## src/rtl/sclk_gen_pkg.sv

```systemverilog
package sclk_gen_pkg;
  localparam int unsigned PRE_W_DEF = 13;
  localparam int unsigned CNT_W_DEF = 6;

  typedef struct packed {
    logic rise;
    logic fall;
  } edge_t;
endpackage

```

## src/rtl/sclk_prescale.sv

```systemverilog
module sclk_prescale #(
  parameter int unsigned PRE_W = sclk_gen_pkg::PRE_W_DEF
) (
  input  logic             clk,
  input  logic             rst_n,
  input  logic             clr,
  input  logic [PRE_W-1:0] limit,
  output logic             tick
);
  logic [PRE_W-1:0] pcnt;

  assign tick = !clr && (pcnt == limit);

  always_ff @(posedge clk or negedge rst_n) begin
    if (!rst_n)        pcnt <= '0;
    else if (clr)      pcnt <= '0;
    else if (tick)     pcnt <= '0;
    else               pcnt <= pcnt + PRE_W'(1);
  end

  AST_PCNT_BOUND: assert property (@(posedge clk) disable iff (!rst_n)
    !clr |-> (pcnt <= limit));
endmodule

```

## src/rtl/sclk_period.sv

```systemverilog
module sclk_period #(
  parameter int unsigned CNT_W = sclk_gen_pkg::CNT_W_DEF
) (
  input  logic             clk,
  input  logic             rst_n,
  input  logic             clr,
  input  logic             adv,
  input  logic [CNT_W-1:0] limit,
  output logic [CNT_W-1:0] cnt,
  output logic [CNT_W-1:0] cnt_next,
  output logic             wrap
);
  assign wrap = adv && (cnt == limit);

  always_comb begin
    if (clr)       cnt_next = '0;
    else if (wrap) cnt_next = '0;
    else if (adv)  cnt_next = cnt + CNT_W'(1);
    else           cnt_next = cnt;
  end

  always_ff @(posedge clk or negedge rst_n) begin
    if (!rst_n) cnt <= '0;
    else        cnt <= cnt_next;
  end

  AST_CNT_BOUND: assert property (@(posedge clk) disable iff (!rst_n)
    !clr |-> (cnt <= limit));
endmodule

```

## src/rtl/sclk_shape.sv

```systemverilog
module sclk_shape #(
  parameter int unsigned CNT_W = sclk_gen_pkg::CNT_W_DEF
) (
  input  logic                clk,
  input  logic                rst_n,
  input  logic                hold,
  input  logic                start,
  input  logic [CNT_W-1:0]    cnt_next,
  input  logic [CNT_W-1:0]    high_lim,
  output logic                lvl,
  output sclk_gen_pkg::edge_t edges
);
  logic lvl_next;

  // count 0 is always high; later counts high while at or below the limit
  assign lvl_next = (cnt_next == '0) || (cnt_next <= high_lim);

  always_ff @(posedge clk or negedge rst_n) begin
    if (!rst_n) begin
      lvl   <= 1'b0;
      edges <= '0;
    end else if (hold) begin
      lvl   <= 1'b0;
      edges <= '0;
    end else if (start) begin
      lvl        <= 1'b1;
      edges.rise <= !lvl;
      edges.fall <= 1'b0;
    end else begin
      lvl        <= lvl_next;
      edges.rise <= lvl_next && !lvl;
      edges.fall <= !lvl_next && lvl;
    end
  end

  AST_EDGE_EXCL: assert property (@(posedge clk) disable iff (!rst_n)
    !(edges.rise && edges.fall));
  AST_ROSE_PULSE: assert property (@(posedge clk) disable iff (!rst_n)
    $rose(lvl) |-> edges.rise);
endmodule

```

## src/rtl/sclk_gen.sv

```systemverilog
module sclk_gen #(
  parameter int unsigned PRE_W = sclk_gen_pkg::PRE_W_DEF,
  parameter int unsigned CNT_W = sclk_gen_pkg::CNT_W_DEF
) (
  input  logic             clk,
  input  logic             rst_n,
  input  logic             bypass_i,
  input  logic [PRE_W-1:0] pre_m1_i,
  input  logic [CNT_W-1:0] period_m1_i,
  input  logic [CNT_W-1:0] high_m1_i,
  output logic             sck_o,
  output logic             rise_en_o,
  output logic             fall_en_o
);
  localparam int unsigned SHADOW_W = PRE_W + 2 * CNT_W;

  logic                start_q;
  logic                clr;
  logic                ptick;
  logic                wrap;
  logic                load;
  logic [CNT_W-1:0]    cnt;
  logic [CNT_W-1:0]    cnt_next;
  logic [PRE_W-1:0]    act_pre;
  logic [CNT_W-1:0]    act_per;
  logic [CNT_W-1:0]    act_high;
  logic                lvl_q;
  sclk_gen_pkg::edge_t edges;

  assign clr  = start_q || bypass_i;
  assign load = !bypass_i && (start_q || wrap);

  always_ff @(posedge clk or negedge rst_n) begin
    if (!rst_n) start_q <= 1'b1;
    else        start_q <= bypass_i;
  end

  // shadow fields, refreshed only at a period boundary or a restart
  always_ff @(posedge clk or negedge rst_n) begin
    if (!rst_n) begin
      {act_pre, act_per, act_high} <= SHADOW_W'(0);
    end else if (load) begin
      act_pre  <= pre_m1_i;
      act_per  <= period_m1_i;
      act_high <= high_m1_i;
    end
  end

  sclk_prescale #(.PRE_W(PRE_W)) u_pre (
    .clk   (clk),
    .rst_n (rst_n),
    .clr   (clr),
    .limit (act_pre),
    .tick  (ptick)
  );

  sclk_period #(.CNT_W(CNT_W)) u_per (
    .clk      (clk),
    .rst_n    (rst_n),
    .clr      (clr),
    .adv      (ptick),
    .limit    (act_per),
    .cnt      (cnt),
    .cnt_next (cnt_next),
    .wrap     (wrap)
  );

  sclk_shape #(.CNT_W(CNT_W)) u_shape (
    .clk      (clk),
    .rst_n    (rst_n),
    .hold     (bypass_i),
    .start    (start_q),
    .cnt_next (cnt_next),
    .high_lim (act_high),
    .lvl      (lvl_q),
    .edges    (edges)
  );

  assign sck_o     = bypass_i ? clk : lvl_q;
  assign rise_en_o = bypass_i | edges.rise;
  assign fall_en_o = bypass_i | edges.fall;

  AST_SHADOW_HOLD: assert property (@(posedge clk) disable iff (!rst_n)
    !load |=> $stable({act_pre, act_per, act_high}));
  AST_COUNT0_HIGH: assert property (@(posedge clk) disable iff (!rst_n)
    (!start_q && !bypass_i && cnt == '0) |-> lvl_q);
  AST_RESTART_RISE: assert property (@(posedge clk) disable iff (!rst_n)
    $fell(bypass_i) |=> (lvl_q && edges.rise));
  AST_SINGLE_COUNT: assert property (@(posedge clk) disable iff (!rst_n)
    (!start_q && !bypass_i && act_per == '0) |-> (lvl_q && !edges.fall));
endmodule

```

## config.mk

```make
export PLATFORM = sky130hd
export DESIGN_NAME = sclk_gen
export DESIGN_NICKNAME = d
export VERILOG_FILES = /design/src/rtl/sclk_gen_pkg.sv /design/src/rtl/sclk_prescale.sv /design/src/rtl/sclk_period.sv /design/src/rtl/sclk_shape.sv /design/src/rtl/sclk_gen.sv
export SDC_FILE = /design/constraint.sdc
export NUM_CORES = 1
export LEC_CHECK = 0
export ABC_CLOCK_PERIOD_IN_PS = 3050
export BUFFER_PORTS_ARGS = -buffer_cell sky130_fd_sc_hd__buf_4
export CAP_MARGIN = 20
export CORE_MARGIN = 2
export CORE_UTILIZATION = 57
export CTS_CLUSTER_DIAMETER = 80
export DETAILED_ROUTE_END_ITERATION = 10
export HOLD_SLACK_MARGIN = 0.15
export PLACE_DENSITY = 0.79
export SLEW_MARGIN = 40
export SYNTH_ARGS = -nofsm -noshare
export SYNTH_HDL_FRONTEND = slang
export SYNTH_SLANG_ARGS = --single-unit
```

## constraint.sdc

```tcl
create_clock -name clk -period 3.05 [get_ports clk]
set_input_delay 0.61 -clock clk [delete_from_list [all_inputs] [get_ports clk]]
set_output_delay 0.61 -clock clk [all_outputs]
set_load 0.01 [all_outputs]
```

* Word-level counts from Yosys, hierarchy flattened
Cells that the tools add are included.
** Cells by class
- Equal/unequal tests :: 2
- Add/sub/neg operators :: 2
- Reductions and logical operators :: 13
- Multiplexer cells :: 10
- Bitwise operators :: 2
- Magnitude comparators :: 1
** Operators by type and width (count)
- 2-to-1 mux 13 bit :: 2
- 2-to-1 mux 6 bit :: 3
- adder 13 x 1 -> 13 bit (second input constant) :: 1
- equality test 13 bit :: 1
- adder 6 x 1 -> 6 bit (second input constant) :: 1
- equality test 6 bit :: 1
- less-or-equal comparator 6 bit :: 1
- zero test 6 bit :: 1
- logical AND 1 bit :: 5
- zero test 1 bit :: 4
- 2-to-1 mux 2 bit :: 2
- logical OR 1 bit :: 3
- 2-to-1 mux 1 bit :: 3
- OR 1 bit :: 2
** Word-level totals
- Bits in registers :: 48
- Input port bits :: 28
- Output and inout port bits :: 3
- Word-level logic and storage cells :: 39

* Logic depth before layout (Yosys ltp)
Gate-level depths: netlist of run 1.
- Word-level depth :: 12
- Depth in mapped cells :: 15
- Depth with buffers taken out :: 15

* Modules after synthesis
Synthesis of run 1 repeated with hierarchy kept, for this count alone.
** Unflattened totals
- Cell total of the unflattened synthesis :: 202
- Area, all modules :: 2556.2 µm²
** Modules (own cells, without submodules)
- sclk_gen :: area each 1079.8 µm², sequential area each 651.9 µm², cells an instance 58, times used 1
- sclk_prescale :: area each 812.0 µm², sequential area each 325.3 µm², cells an instance 78, times used 1
- sclk_period :: area each 399.1 µm², sequential area each 150.1 µm², cells an instance 37, times used 1
- sclk_shape :: area each 265.3 µm², sequential area each 75.1 µm², cells an instance 29, times used 1

==> results.yml, run 1 <==
sta:
  fin_skew_ps: 8.90
  maxSlewViolCount: 0
  fin_crit_sh_pct: 92.7
  fin_ws_ps: 224
  setup_viol: 0
  clock.fmax_mhz: 354
  hold_viol: 0
  finalCriticalPeriod_ps: 2830
  grt_setup_unrepaired: "false"
  slew_headroom_pct: 60.6
  setup_tns_ps: 0
  worst_slew_pin_slew_ps: 591
worst_setup_path:
  critPathKind: "reg2reg"
  r2r-end: "u_shape.edges[0]"
  rrSetupSlack_ps: 220
  reg2regPathDepth: 13
  crit_arrival_ps: 3120
  cp.required_ps: 3350
  path_max_fanout: 5
  start_kind: "flop"
  endpoint_kind: "flop"
  regToRegStartpoint: "u_pre.pcnt[2]"
run_status:
  status: "finished clean"
grt:
  grt_use_total_pct: 20.7
  overflow: 0
  grt_pass1_vias: 1688
  grt_max_degree: 49
  antenna_found_initial: 0
  grt_pass1_wl_microns: 7800
cells_and_area:
  insertedDiodeCount: 0
  layout_common_cells: "dfrtp_1 (47), buf_4 (32), mux2_2 (24), xnor2_1 (21), nor2_1 (18)"
  area_growth_pct: 17.9
  layout.cells.non_filler: 303
  fin_nets: 288
  final_layout_size_suffix_gt1_share_pct: 31.2
  finish.instance_area_sq_mm: 0.00291
  layout_commonest_cell: "dfrtp_1"
floorplanning:
  die_area_sq_mm: 0.00486
  core_sq_mm: 0.00409
  die_x_microns: 69.7
  rows: 23
  start_util_pct: 60.3
  io_pins: 31
  die_h_microns: 69.7
flow_run:
  drv_cap: 0
yosys:
  avgSynthCellArea_sq_um: 11.6
  synth.net_count: 249
  synth_top_cell_by_area: "dfrtp_1"
  syn_inst: 213
  ys_top_cells_by_area: "dfrtp_1 (48%), mux2_2 (11%), xnor2_1 (7.5%)"
  yosys_warnings: 0
  syn_area_sq_mm: 0.00246
  yosysUniqueCellTypes: 37
  ys_seq_area_share_pct: 48.8
  yosysTopAreaCellShare_pct: 47.7
  ys_seq_elements: 48
drt:
  drt-total-wl_microns: 4660
  drtIter0Drc: 142
  antenna_left: 0
  first_pass_iters: 4
  vias: 1716
  vias_per_cell: 5.66
  wl_per_cell_microns: 15.4
  post-route-drc-count: 0
cts:
  cts_hold_buf: 0
  clk_pin_slew_ps: 90
  cts_tree: "done"
  clock_latency_ps: 400
place:
  dp_slack_ps: 279
  io_buffers: 30
  place_area_sq_mm: 0.00276
  gp_congestion: 0.848
  dp.cells: 291
  dp_hpwl_microns: 3310
power_and_ir_drop:
  ir_drop_uv: 392
  p_leak_nw: 1.32
  power_mw: 1.42
  power_density_mw_per_mm2: 490
worst_hold_path:
  hold_class: "in2async"
## cell families after synthesis
kind of cell | share of synthesized area, %
AOI/OAI and AO/OA | 7.26
xor gates and xnor gates | 10.7
adders and majority gates | 4.06
buffers and inverters | 2.29
DFF | 48.8
muxes | 12.3
and+or+nand+nor | 14.6
## layer usage
layer  share of wire [%]  up-vias  global-route usage (%)
met5                   0        -                       0
met3                 6.0        9                    6.40
li1                    -      821                       -
met2                  46       54                    30.6
met1                  46      832                    28.0
met4                 1.7        0                    9.62
## through the flow
stage                     hold slack [ps]  utilization (%)
final                                 213             71.1
after global routing                  253             71.1
after CTS                             220             70.7
after detailed placement              496             67.5
after global placement                492             67.5
after floorplan                       314                -
## critical path: stages, from the launching register on
cell and delay [ps]:
dfrtp_1 450, xnor2_1 210, nand3_1 150, nor3_4 270, buf_4 180, and4b_1 200
o21a_1 200, ha_1 270, a21o_1 160, a21oi_1 160, o21ai_0 110, o211ai_1 160
nor3b_1 100, o21a_1 110
## where the power goes
group / switching (mW) / leakage, nW / total, mW / internal (mW)
sequential: 0.0365 / 0.605 / 0.726 / 0.689
combinational: 0.0832 / 0.636 / 0.192 / 0.109
clock: 0.227 / 0.0807 / 0.506 / 0.279
## how the worst max path moves through the flow
stage             startpoint                to  cells past startpoint  slack (ps)
2_1_floorplan       bypass_i  u_shape.edges[0]                      9         580
3_3_place_gp    u_per.cnt[0]  u_shape.edges[0]                     12         370
3_5_place_dp   u_pre.pcnt[2]  u_shape.edges[0]                     14         280
4_1_cts        u_pre.pcnt[4]  u_shape.edges[0]                     14         250
5_1_grt        u_pre.pcnt[2]  u_shape.edges[0]                     14          10
6_report       u_pre.pcnt[2]  u_shape.edges[0]                     13         220
## Yosys cell counts
| cell | n |
|---|---|
| a211o_1 | 1 |
| a21o_1 | 2 |
| a21oi_1 | 4 |
| a22o_1 | 1 |
| a31oi_1 | 1 |
| a32o_1 | 2 |
| and2_1 | 3 |
| and3_1 | 6 |
| and3b_1 | 2 |
| and4b_1 | 1 |
| buf_4 | 2 |
| clkbuf_1 | 2 |
| dfrtp_1 | 47 |
| dfstp_2 | 1 |
| ha_1 | 8 |
| inv_1 | 9 |
| mux2_1 | 3 |
| mux2_2 | 24 |
| nand2_1 | 6 |
| nand2b_1 | 2 |
| nand3_1 | 11 |
| nand4_1 | 3 |
| nor2_1 | 18 |
| nor2_2 | 1 |
| nor2_4 | 2 |
| nor2b_1 | 2 |
| nor3_4 | 1 |
| nor3b_1 | 3 |
| o211ai_1 | 5 |
| o21a_1 | 2 |
| o21ai_0 | 2 |
| o311ai_0 | 1 |
| o31ai_2 | 1 |
| o41ai_2 | 1 |
| or2_2 | 3 |
| xnor2_1 | 21 |
| xor2_1 | 9 |
## state kept, by name, indices dropped and copies added, names as in the netlist
signal	cells
act_pre	13
u_shape.edges	2
act_high	6
u_shape.lvl	1
start_q	1
act_per	6
u_pre.pcnt	13
u_per.cnt	6
## layout make-up
class	count	area, sq um
multi-input cells	152	1210
flip-flops and latches	48	1200
fillers	295	1180
repair buffers	32	253
clock buffers	10	131
well taps	50	62.6
inverters	9	33.8
clock inverters	2	10.0
## timing repair
action	4_1_cts	5_1_grt
gates resized for setup	0	2
setup endpoints to repair	0	3
setup buffers	0	1
(Power assumes the default switching activity.)
==> inputs of run 2 (changes only) <==
--- a/config.mk
+++ b/config.mk
@@ -13,7 +13,7 @@
 export CTS_CLUSTER_DIAMETER = 80
 export DETAILED_ROUTE_END_ITERATION = 10
 export HOLD_SLACK_MARGIN = 0.15
-export PLACE_DENSITY = 0.79
+export PLACE_DENSITY = 0.9
 export SLEW_MARGIN = 40
 export SYNTH_ARGS = -nofsm -noshare
 export SYNTH_HDL_FRONTEND = slang
==> results.yml, run 2 (synthesis gave the netlist of run 1 again) <==
drt:
  antenna_left: 0
  vias: 1760
  drtIter0Drc: 94
  vias_per_cell: 5.79
  wl_per_cell_microns: 16.5
  post-route-drc-count: 0
  drt-total-wl_microns: 5020
  first_pass_iters: 4
worst_setup_path:
  cp.required_ps: 3360
  path_max_fanout: 8
  critPathKind: "reg2reg"
  crit_top_cell: "a21oi_1"
  start_kind: "flop"
  crit_chain: "xnor2_1 > nand3_1 > nor3_4 > and2_4 > and3b_1 > a21oi_1 > nor2_1 > ha_1 > a21o_1 > a21oi_1 > o21ai_1 > o211ai_1 > nor3b_2 > o21a_1"
  endpoint_kind: "flop"
  slowest_stage: "dfrtp_1"
  crit_arrival_ps: 3140
  max_stage_delay_ps: 450
cells_and_area:
  final_layout_size_suffix_gt1_share_pct: 32.3
  fillCellCount: 303
  multiInputGateArea_sq_mm: 0.00122
  area_growth_pct: 18.7
  ff_latch_area_sq_mm: 0.00120
  finish.instance_area_sq_mm: 0.00293
  layout_common_cells: "dfrtp_1 (47), buf_4 (33), mux2_2 (24), xnor2_1 (20), nor2_1 (18)"
  fin_nets: 289
  layout_commonest_cell: "dfrtp_1"
  layout.cells.non_filler: 304
  top_regs: "act_pre (13), u_pre.pcnt (13)"
  insertedDiodeCount: 0
sta:
  clock.fmax_mhz: 353
  slew_headroom_pct: 60.2
  setup_viol: 0
  maxSlewViolCount: 0
  finalCriticalPeriod_ps: 2830
  fin_crit_sh_pct: 92.9
  worst_slew_pin_slew_ps: 597
  fin_skew_ps: 3.46
  hold_viol: 0
grt:
  antenna_found_initial: 0
  overflow: 0
  grt_pass1_wl_microns: 8420
  grt_max_degree: 49
  grt_use_total_pct: 22.2
  grt_pass1_vias: 1780
floorplanning:
  die_x_microns: 69.7
  die_area_sq_mm: 0.00486
  io_pins: 31
  start_util_pct: 60.3
  core_sq_mm: 0.00409
  die_h_microns: 69.7
  rows: 23
flow_run:
  drv_cap: 0
worst_hold_path:
  hold_class: "in2async"
cts:
  cts_tree: "done"
  clk_pin_slew_ps: 90
  cts_hold_buf: 0
  clock_latency_ps: 410
power_and_ir_drop:
  power_density_mw_per_mm2: 491
  ir_drop_uv: 330
  p_leak_nw: 1.33
place:
  io_buffers: 30
  dp.cells: 291
  place_area_sq_mm: 0.00276
  gp_congestion: 0.824
  dp_hpwl_microns: 3370
run_status:
  status: "finished clean"
run 2: cell types whose count changed in the layout (fill, tap and decap cells not counted):
cell / previous run / this run
buf_4: 32 / 33
nor3b_1: 3 / 2
nor3b_2: 0 / 1
o21ai_0: 2 / 1
o21ai_1: 0 / 1
xnor2_1: 21 / 20
xnor2_2: 0 / 1
run 2: metrics by stage:
stage / power (mW) / utilization [%] / setup WS [ps] / hold WS (ps) / TNS, ps
after global placement: 0.942 / 67.5 / 385 / 491 / 0
after global routing: 1.50 / 71.6 / -26.6 / 246 / -26.6
after detailed placement: 0.953 / 67.5 / 295 / 498 / 0
final: 1.44 / 71.6 / 215 / 193 / 0
after CTS: 1.45 / 70.7 / 154 / 225 / 0
after floorplan: 0.867 / - / 580 / 314 / 0
run 2: final timing paths:
path | slack [ps] | cells past startpoint | start | to
min | 190 | 1 | rst_n | act_pre[4]
max | 220 | 14 | u_pre.pcnt[1] | u_shape.edges[0]
max in group asynchronous | 2450 | 1 | rst_n | act_pre[12]
min in group clk | 380 | 1 | bypass_i | start_q
max reg2reg | 220 | 14 | u_pre.pcnt[1] | u_shape.edges[0]
min reg2reg | 510 | 1 | act_high[4] | act_high[4]
run 2: final cells by class:
type | instances | share of cell area, %
clock buffers | 10 | 4.49
clock inverters | 2 | 0.342
inverters | 9 | 1.15
multi-input cells | 152 | 41.9
flip-flops and latches | 48 | 41.1
well taps | 50 | 2.14
repair buffers | 33 | 8.90
run 2: per-layer routing:
layer | share of wire, % | GRT usage (%)
met1 | 44 | 30.3
met2 | 49 | 34.6
met3 | 5.9 | 5.52
met4 | 1.4 | 8.12
met5 | 0 | 0
run 2: power by group:
part / internal [mW] / switching (mW) / total (mW)
registers: 0.689 / 0.0379 / 0.727
clock network: 0.279 / 0.238 / 0.517
logic: 0.111 / 0.0818 / 0.193
total: 1.08 / 0.358 / 1.44
run 2: critical path: cells and delay by family (launching register included):
kind	cells	cell delay [ps]
DFF	1	450
and+or+nand+nor	6	1110
adders and majority gates	1	270
xor gates and xnor gates	1	170
AOI/OAI and AO/OA	6	730
run 2: what timing repair did:
item | CTS | global route
gates resized for setup | 0 | 5
hold endpoints to repair | 0 | 0
setup buffers | 0 | 2
endpoints found under the setup margin | 0 | 1
==> inputs of run 3 (changes only) <==
--- a/config.mk
+++ b/config.mk
@@ -7,13 +7,13 @@
 export LEC_CHECK = 0
 export ABC_CLOCK_PERIOD_IN_PS = 3050
 export BUFFER_PORTS_ARGS = -buffer_cell sky130_fd_sc_hd__buf_4
-export CAP_MARGIN = 20
+export CAP_MARGIN = 30
 export CORE_MARGIN = 2
-export CORE_UTILIZATION = 57
+export CORE_UTILIZATION = 39
 export CTS_CLUSTER_DIAMETER = 80
 export DETAILED_ROUTE_END_ITERATION = 10
 export HOLD_SLACK_MARGIN = 0.15
-export PLACE_DENSITY = 0.9
+export PLACE_DENSITY = 0.68
 export SLEW_MARGIN = 40
 export SYNTH_ARGS = -nofsm -noshare
 export SYNTH_HDL_FRONTEND = slang
==> results.yml, run 3 (synthesis gave the netlist of run 1 again) <==
cells_and_area:
  insertedDiodeCount: 0
  finish.utilization_pct: 48.6
  top_regs: "act_pre (13), u_pre.pcnt (13)"
  layout_commonest_cell: "dfrtp_1"
  finish.instance_area_sq_mm: 0.00293
  ff_latch_area_sq_mm: 0.00120
  area_growth_pct: 18.9
  fillCellCount: 565
  layout.cells.non_filler: 329
  final_layout_size_suffix_gt1_share_pct: 31.1
  multiInputGateArea_sq_mm: 0.00122
  layout_common_cells: "dfrtp_1 (47), buf_4 (35), mux2_2 (24), xnor2_1 (20), nor2_1 (18)"
  fin_nets: 290
worst_setup_path:
  reg2regPathDepth: 12
  endpoint_kind: "flop"
  critPathTopFamily: "simple AND/OR/NAND/NOR gates"
  max_stage_delay_ps: 470
  regToRegStartpoint: "u_per.cnt[0]"
  rrSetupSlack_ps: 260
  critical_path_buf_inv_count: 0
  start_kind: "flop"
  crit_arrival_ps: 3150
  crit_chain: "xnor2_1 > nand4_1 > nor2_4 > and3b_1 > a22o_1 > and2_1 > ha_1 > a21oi_1 > o21ai_0 > o211ai_1 > nor3b_1 > o21a_1"
  critPathKind: "reg2reg"
  r2r-end: "u_shape.edges[0]"
  path_max_fanout: 8
  slowest_stage: "dfrtp_1"
  cp.required_ps: 3400
floorplanning:
  die_area_sq_mm: 0.00697
  rows: 28
  die_x_microns: 83.5
  start_util_pct: 40.9
  die_h_microns: 83.5
  io_pins: 31
  core_sq_mm: 0.00603
drt:
  drt-total-wl_microns: 4650
  first_pass_iters: 4
  antenna_left: 0
  vias: 1677
  vias_per_cell: 5.10
  post-route-drc-count: 0
  drtIter0Drc: 142
  wl_per_cell_microns: 14.1
grt:
  grt_max_degree: 49
  grtUsageMet2_pct: 22.2
  grt_pass1_wl_microns: 8400
  overflow: 0
  grt_use_total_pct: 15.3
  antenna_found_initial: 0
  met3_usage_pct: 3.96
  met1_usage_pct: 20.7
  grt-busiest-layer: "met2"
  grt_pass1_vias: 1750
flow_run:
  drv_cap: 0
sta:
  setup_tns_ps: 0
  setup_viol: 0
  fin_ws_ps: 255
  clock.fmax_mhz: 358
  fin_skew_ps: 5.42
  maxSlewViolCount: 0
  fin_crit_sh_pct: 91.6
  slew_headroom_pct: 59.7
  fin_hold_ws_ps: 205
  finalCriticalPeriod_ps: 2790
  hold_viol: 0
  grt_setup_unrepaired: "false"
  worst_slew_pin_slew_ps: 604
cts:
  cts_tree: "done"
  clock_latency_ps: 410
  cts_hold_buf: 0
  clk_pin_slew_ps: 80
place:
  gp_congestion: 0.819
  dp_hpwl_microns: 3360
  dp.cells: 318
  place_area_sq_mm: 0.00279
  dp_slack_ps: 283
  io_buffers: 30
power_and_ir_drop:
  p_leak_nw: 1.32
  power_mw: 1.40
  ir_drop_uv: 319
  power_density_mw_per_mm2: 477
worst_hold_path:
  hold_class: "in2async"
run_status:
  status: "finished clean"
run 3: power by group:
| group | switching, mW | internal (mW) |
|---|---|---|
| registers | 0.0353 | 0.689 |
| clock network | 0.229 | 0.254 |
| logic | 0.0796 | 0.110 |
run 3: final cells by class:
class | count | area share (%)
Multi-Input combinational cell | 152 | 41.6
Tap cell | 75 | 3.20
Timing Repair Buffer | 34 | 8.71
Inverter | 9 | 1.15
Sequential cell | 48 | 41.1
Clock inverter | 1 | 0.171
Clock buffer | 10 | 4.14
run 3: what timing repair did:
action                                  CTS  global route
endpoints found under the setup margin    0             1
hold endpoints to repair                  0             0
setup buffers                             0             1
gates resized for setup                   0             2
run 3: worst reg2reg max path, delay by kind of cell (launching register included):
family                   cells  cell delay (ps)
AND/OR/NAND/NOR              5             1060
flip-flops                   1              470
XOR/XNOR                     1              170
AO/OA/AOI/OAI                5              730
adder cells (fa/ha/maj)      1              300
run 3: worst max path at each step:
stage / from / end / slack (ps) / cells after the start
final: u_per.cnt[0] / u_shape.edges[0] / 260 / 12
after floorplan: bypass_i / u_shape.edges[0] / 580 / 9
after global routing: u_per.cnt[0] / u_shape.edges[0] / 3 / 12
after CTS: u_per.cnt[0] / u_shape.edges[0] / 250 / 12
after global placement: u_per.cnt[0] / u_shape.edges[0] / 320 / 12
after detailed placement: u_per.cnt[0] / u_shape.edges[0] / 280 / 12
run 3: routing by layer:
layer / wire length (microns) / share of wire [%] / up-vias
met1: 2300 / 49 / 814
met5: 0 / 0 / -
met4: 125 / 2.7 / 0
li1: - / - / 821
met2: 2050 / 44 / 32
met3: 179 / 3.8 / 10
